===== config.mk =====
export PLATFORM = sky130hd
export DESIGN_NAME = pgmap_unit
export DESIGN_NICKNAME = d
export VERILOG_FILES = /design/src/rtl/pgmap_pkg.sv /design/src/rtl/pgmap_regfile.sv /design/src/rtl/pgmap_xlate.sv /design/src/rtl/pgmap_guard.sv /design/src/rtl/pgmap_unit.sv
export SDC_FILE = /design/constraint.sdc
export NUM_CORES = 1
export LEC_CHECK = 0
export BUFFER_PORTS_ARGS = -buffer_cell sky130_fd_sc_hd__buf_4
export CAP_MARGIN = 20
export CORE_ASPECT_RATIO = 0.75
export CORE_MARGIN = 3
export CORE_UTILIZATION = 35
export CTS_BUF_LIST = sky130_fd_sc_hd__clkbuf_8
export CTS_CLUSTER_SIZE = 8
export DETAILED_ROUTE_END_ITERATION = 8
export PLACE_DENSITY = 0.56
export REMOVE_ABC_BUFFERS = 1
export SLEW_MARGIN = 20
export SYNTH_ARGS = -nofsm -noshare
export SYNTH_HDL_FRONTEND = slang
export SYNTH_SLANG_ARGS = --single-unit

===== constraint.sdc =====
create_clock -name clk -period 2.85 [get_ports clk]
set_input_delay 0.4275 -clock clk [delete_from_list [all_inputs] [get_ports clk]]
set_output_delay 0.4275 -clock clk [all_outputs]
set_load 0.02 [all_outputs]

===== src/rtl/pgmap_pkg.sv =====
package pgmap_pkg;

    localparam int CPU_AW     = 16;
    localparam int PAGE_IDX_W = 4;
    localparam int OFFSET_W   = CPU_AW - PAGE_IDX_W;
    localparam int NUM_PAGES  = 1 << PAGE_IDX_W;
    localparam int BANK_W     = 2;
    localparam int NUM_BANKS  = 1 << BANK_W;
    localparam int BLOCK_W    = 4;
    localparam int ENTRY_W    = BANK_W + BLOCK_W;
    localparam int PHYS_AW    = ENTRY_W + OFFSET_W;
    localparam int PORT_NIB_W = 4;

    typedef struct packed {
        logic [BANK_W-1:0]  bank;
        logic [BLOCK_W-1:0] block;
    } map_entry_t;

    typedef struct packed {
        logic                  en;
        logic [PAGE_IDX_W-1:0] idx;
        map_entry_t            val;
    } map_wr_t;

    typedef enum logic [1:0] {
        SRC_NONE = 2'd0,
        SRC_CPU  = 2'd1,
        SRC_SUP  = 2'd2
    } wr_src_e;

    function automatic map_entry_t identity_entry(input int unsigned page);
        map_entry_t e;
        e.bank  = '0;
        e.block = BLOCK_W'(page);
        return e;
    endfunction

    function automatic logic is_base_block(input map_entry_t e);
        return (e.block == '0);
    endfunction

endpackage


===== src/rtl/pgmap_regfile.sv =====
module pgmap_regfile
    import pgmap_pkg::*;
(
    input  logic                         clk,
    input  logic                         rst,
    input  map_wr_t                      cpu_wr,
    input  map_wr_t                      sup_wr,
    output map_entry_t [NUM_PAGES-1:0]   map_q
);

    wr_src_e src;
    map_wr_t sel_wr;

    // supervisor has priority over the CPU
    always_comb begin
        if (sup_wr.en)      src = SRC_SUP;
        else if (cpu_wr.en) src = SRC_CPU;
        else                src = SRC_NONE;
    end

    always_comb begin
        case (src)
            SRC_SUP: sel_wr = sup_wr;
            SRC_CPU: sel_wr = cpu_wr;
            default: sel_wr = '0;
        endcase
    end

    for (genvar p = 0; p < NUM_PAGES; p++) begin : g_entry
        always_ff @(posedge clk) begin
            if (rst)
                map_q[p] <= identity_entry(p);
            else if (sel_wr.en && (sel_wr.idx == PAGE_IDX_W'(p)))
                map_q[p] <= sel_wr.val;
        end
    end

endmodule


===== src/rtl/pgmap_xlate.sv =====
module pgmap_xlate
    import pgmap_pkg::*;
(
    input  map_entry_t [NUM_PAGES-1:0] map_q,
    input  logic [CPU_AW-1:0]          cpu_addr,
    input  logic                       mem_req,
    output map_entry_t                 cur,
    output logic [PHYS_AW-1:0]         phys_addr,
    output logic [NUM_BANKS-1:0]       bank_ce
);

    logic [PAGE_IDX_W-1:0] page;

    assign page      = cpu_addr[CPU_AW-1 -: PAGE_IDX_W];
    assign cur       = map_q[page];
    assign phys_addr = {cur, cpu_addr[OFFSET_W-1:0]};

    for (genvar b = 0; b < NUM_BANKS; b++) begin : g_ce
        assign bank_ce[b] = mem_req && (cur.bank == BANK_W'(b));
    end

endmodule


===== src/rtl/pgmap_guard.sv =====
module pgmap_guard
    import pgmap_pkg::*;
(
    input  logic       clk,
    input  logic       rst,
    input  logic       lock_set,
    input  logic       viol_clr,
    input  logic       mem_req,
    input  logic       mem_wr,
    input  map_entry_t cur,
    output logic       lock_q,
    output logic       blocked,
    output logic       ram_we,
    output logic       viol_q
);

    logic wr_cycle;

    assign wr_cycle = mem_req && mem_wr;
    assign blocked  = wr_cycle && lock_q && is_base_block(cur);
    assign ram_we   = wr_cycle && !blocked;

    always_ff @(posedge clk) begin
        if (rst)           lock_q <= 1'b0;
        else if (lock_set) lock_q <= 1'b1;
    end

    always_ff @(posedge clk) begin
        if (rst)           viol_q <= 1'b0;
        else if (blocked)  viol_q <= 1'b1;
        else if (viol_clr) viol_q <= 1'b0;
    end

endmodule


===== src/rtl/pgmap_unit.sv =====
module pgmap_unit
    import pgmap_pkg::*;
#(
    parameter logic [PORT_NIB_W-1:0] IO_PORT_SEL = 4'hA
) (
    input  logic                   clk,
    input  logic                   rst,
    input  logic [CPU_AW-1:0]      cpu_addr,
    input  logic                   cpu_mem_req,
    input  logic                   cpu_mem_wr,
    input  logic                   cpu_io_wr,
    input  logic [ENTRY_W-1:0]     cpu_io_data,
    input  logic                   sup_wr_en,
    input  logic [PAGE_IDX_W-1:0]  sup_wr_idx,
    input  logic [ENTRY_W-1:0]     sup_wr_data,
    input  logic                   sup_lock_set,
    input  logic                   sup_viol_clr,
    output logic [PHYS_AW-1:0]     phys_addr,
    output logic [NUM_BANKS-1:0]   bank_ce,
    output logic                   ram_we,
    output logic                   wr_blocked,
    output logic                   lock_active,
    output logic                   viol_flag
);

    map_wr_t                    cpu_wr;
    map_wr_t                    sup_wr;
    map_entry_t [NUM_PAGES-1:0] map_q;
    map_entry_t                 cur;

    assign cpu_wr.en  = cpu_io_wr &&
                        (cpu_addr[PAGE_IDX_W +: PORT_NIB_W] == IO_PORT_SEL);
    assign cpu_wr.idx = cpu_addr[PAGE_IDX_W-1:0];
    assign cpu_wr.val = map_entry_t'(cpu_io_data);

    assign sup_wr.en  = sup_wr_en;
    assign sup_wr.idx = sup_wr_idx;
    assign sup_wr.val = map_entry_t'(sup_wr_data);

    pgmap_regfile u_regs (
        .clk    (clk),
        .rst    (rst),
        .cpu_wr (cpu_wr),
        .sup_wr (sup_wr),
        .map_q  (map_q)
    );

    pgmap_xlate u_xlate (
        .map_q     (map_q),
        .cpu_addr  (cpu_addr),
        .mem_req   (cpu_mem_req),
        .cur       (cur),
        .phys_addr (phys_addr),
        .bank_ce   (bank_ce)
    );

    pgmap_guard u_guard (
        .clk      (clk),
        .rst      (rst),
        .lock_set (sup_lock_set),
        .viol_clr (sup_viol_clr),
        .mem_req  (cpu_mem_req),
        .mem_wr   (cpu_mem_wr),
        .cur      (cur),
        .lock_q   (lock_active),
        .blocked  (wr_blocked),
        .ram_we   (ram_we),
        .viol_q   (viol_flag)
    );

endmodule


==> results.yml <==
run_status:
  status: "completed"
setup_path:
  cp-start-kind: "input port"
  critical_path.startpoint: "cpu_addr[12]"
  arrival_ns: 2.30
  max_stage_delay_ns: 0.58
  worstReg2RegStart: "u_regs.map_q[31]"
  cpMaxStageDelayCell: "mux4_1"
  timing.rr.end: "u_guard.viol_q"
  worstSetupPathType: "input port to primary output"
  crit_path_end: "bank_ce[0]"
  cp_cell_sequence: "buf_4, buf_12, mux4_1, mux4_2, nand2b_1, nor2_1, buf_4"
  reg2reg_slack_ns: 0.98
  rr_worst_depth: 5
  critPathRequiredTime_ns: 2.42
  worstSetupEndpointType: "primary output"
  cp_max_fo: 15
  critPathMostFrequentCell: "buf_4"
yosys:
  ys.flop_type: "dfxtp_1"
  yosysTopAreaCellShare_pct: 39.1
  synth_top_area_cell: "dfxtp_1"
  yosys-top-cells-area: "dfxtp_1 39%, mux2i_1 16%, mux4_2 6.7%"
  ys_types: 42
  synth-seq-cells: 98
  syn_inst: 466
  ys_seq_area_share_pct: 39.1
  synth_edf_count: 0
  yosysWarnings: 0
  async_reset_ff_share_pct: 0
  netlist_area_um2: 5020
  syn_area_per_cell_um2: 10.8
sta:
  tns_ns: 0
  max_freq_mhz: 366
  timing.slew.headroom_pct: 30.5
  timing_worst_slew_pin_value_ns: 1.04
  rsz0062_at_grt: "no"
  whs_ns: 0.268
  fin_crit_sh_pct: 95.8
  final-hold-violation-count: 0
  setup_viol: 0
  post-route-min-period_ns: 2.73
  clock_skew_ns: 0.00678
  report.final.slew_viol_count: 0
die:
  start_util_pct: 36.2
  die_w_um: 144
  core_area_um2: 13900
  die_h_um: 110
  dieArea_um2: 15800
  pin_count: 66
  row_count: 37
pwr:
  p_sw_share_pct: 24.9
  seq_power_share_pct: 50.2
  p_int_mw: 2.10
  pwr-share-clk_pct: 36.7
  p_per_area_nw_per_um2: 485
  ir_drop_uv: 231
  p_sw_mw: 0.697
  power_leakage_nw: 2.34
  p_comb_share_pct: 13.2
clock_network:
  clock_path_buffers: 2
  clk_pin_slew_ns: 0.09
  cts.sinks: 98
  root_buffer: "clkbuf_8"
  cts_buffers: 9
  cts_tree: "done"
  insertion_delay_ns: 0.36
  cts_setup_buffers: 0
  h-tree-depth: 3
placed_design:
  dp.cells: 668
  place.gp.congestion: 0.801
  port_buffers: 57
  dp_hpwl_um: 8990
global_routing:
  grt_max_degree: 80
  grt_pass1_vias: 3544
  track_usage_pct: 16.3
  gr-total-overflow: 0
  antenna_found_initial: 0
  grt_pass1_wl_um: 20000
final_layout:
  fillers: 1344
  final_cell_mix: "98 x dfxtp_1, 79 x mux2i_1, 78 x nor2_1"
  nets: 544
  drive_gt1_share_pct: 24.8
  stdcell_count: 684
  final_common_cell: "dfxtp_1"
  fin_util_pct: 41.5
  area_growth_pct: 14.8
  antennaDiodeCount: 0
worst_hold_path:
  hp-class: "input port to register"
routing:
  wire_per_inst_um: 18.3
  ant_nets: 0
  post-route-drc-count: 0
  vias: 3582
  drt-pass1-iter-count: 4
  vias_per_cell: 5.24
  initialDrtViolationCount: 253
  drt_wl_total_um: 12500
run:
  maxCapViolCount: 0
==> what timing repair did <==
| item | 4_1_cts | 5_1_grt |
|---|---|---|
| resized for setup | 0 | 1 |
| endpoints found under the setup margin | 0 | 1 |
| hold buffers | 0 | 0 |
==> layout make-up <==
class                           count  area (um^2)  share of cell area, %
Timing Repair Buffer               72          553                   9.59
Multi-Input combinational cell    319         2780                   48.2
Clock buffer                       11          151                   2.62
Inverter                            4         15.0                  0.260
Sequential cell                    98         1960                   34.0
Tap cell                          175          219                   3.80
Clock inverter                      5         86.3                   1.50
==> power groups by stage <==
stage / registers (mW) / logic (mW) / clock network, mW
2_1_floorplan: 1.43 / 0.173 / 0
3_3_place_gp: 1.43 / 0.359 / 0
3_5_place_dp: 1.43 / 0.366 / 0
4_1_cts: 1.40 / 0.368 / 1.06
5_1_grt: 1.41 / 0.398 / 1.11
6_report: 1.40 / 0.368 / 1.02
==> critical path, delay by kind of cell <==
kind	cells	cell delay, ns
mux	2	1.10
simple gates	2	0.27
buf+inv	3	0.50
==> cells by family (layout without fill, tap and decap cells) <==
family	after synthesis	count (layout)	synth area share, %
compound gates	59	59	12.1
buf+inv	49	92	5.73
flops	98	98	39.1
mux	103	103	27.2
simple gates	157	157	15.9
==> synthesized netlist by cell type (2+ instances only) <==
master / number
o22ai_1: 4
or4b_1: 2
nor4_1: 2
nor4_2: 3
a211o_1: 29
or4_4: 2
mux2i_1: 79
nand3b_1: 2
buf_2: 7
nor2b_1: 32
and3_1: 2
inv_1: 4
buf_1: 2
o21ai_0: 3
mux4_1: 9
o21ai_1: 5
nand2_1: 18
a22oi_4: 3
mux4_2: 15
buf_6: 4
clkbuf_1: 18
a21oi_4: 4
nand2b_1: 6
a22oi_1: 2
nor2_1: 78
dfxtp_1: 98
o41ai_4: 2
buf_4: 13
nand3_1: 5
==> per-stage QoR <==
step                      cell area, um^2  power, mW  setup WS, ns
final                                5770       2.80         0.118
after CTS                            5760       2.83        0.0899
after global placement               5520       1.79         0.129
after detailed placement             5520       1.80        0.0940
after global routing                 5770       2.92      0.000959
after floorplan                      4750       1.60         0.232
==> sequential cells by signal, indices dropped and copies added (netlist names) <==
register        flops
u_guard.lock_q      1
u_guard.viol_q      1
u_regs.map_q       96
==> per-layer routing <==
layer | track usage, % | wire length (um)
met5 | 0 | 0
met4 | 2.40 | 89
met3 | 4.39 | 560
met2 | 25.7 | 5800
met1 | 22.8 | 6070
==> worst min-delay path by stage <==
stage,slack [ns],from,depth (start not counted),to
finish,0.27,sup_lock_set,3,u_guard.lock_q
global route,0.28,sup_lock_set,3,u_guard.lock_q
CTS,0.25,sup_lock_set,3,u_guard.lock_q
detailed placement,0.45,u_regs.map_q[92],1,u_regs.map_q[92]
global placement,0.45,u_regs.map_q[78],1,u_regs.map_q[78]
floorplan,0.43,u_regs.map_q[37],1,u_regs.map_q[37]
Power figures use the tool's default switching activity.
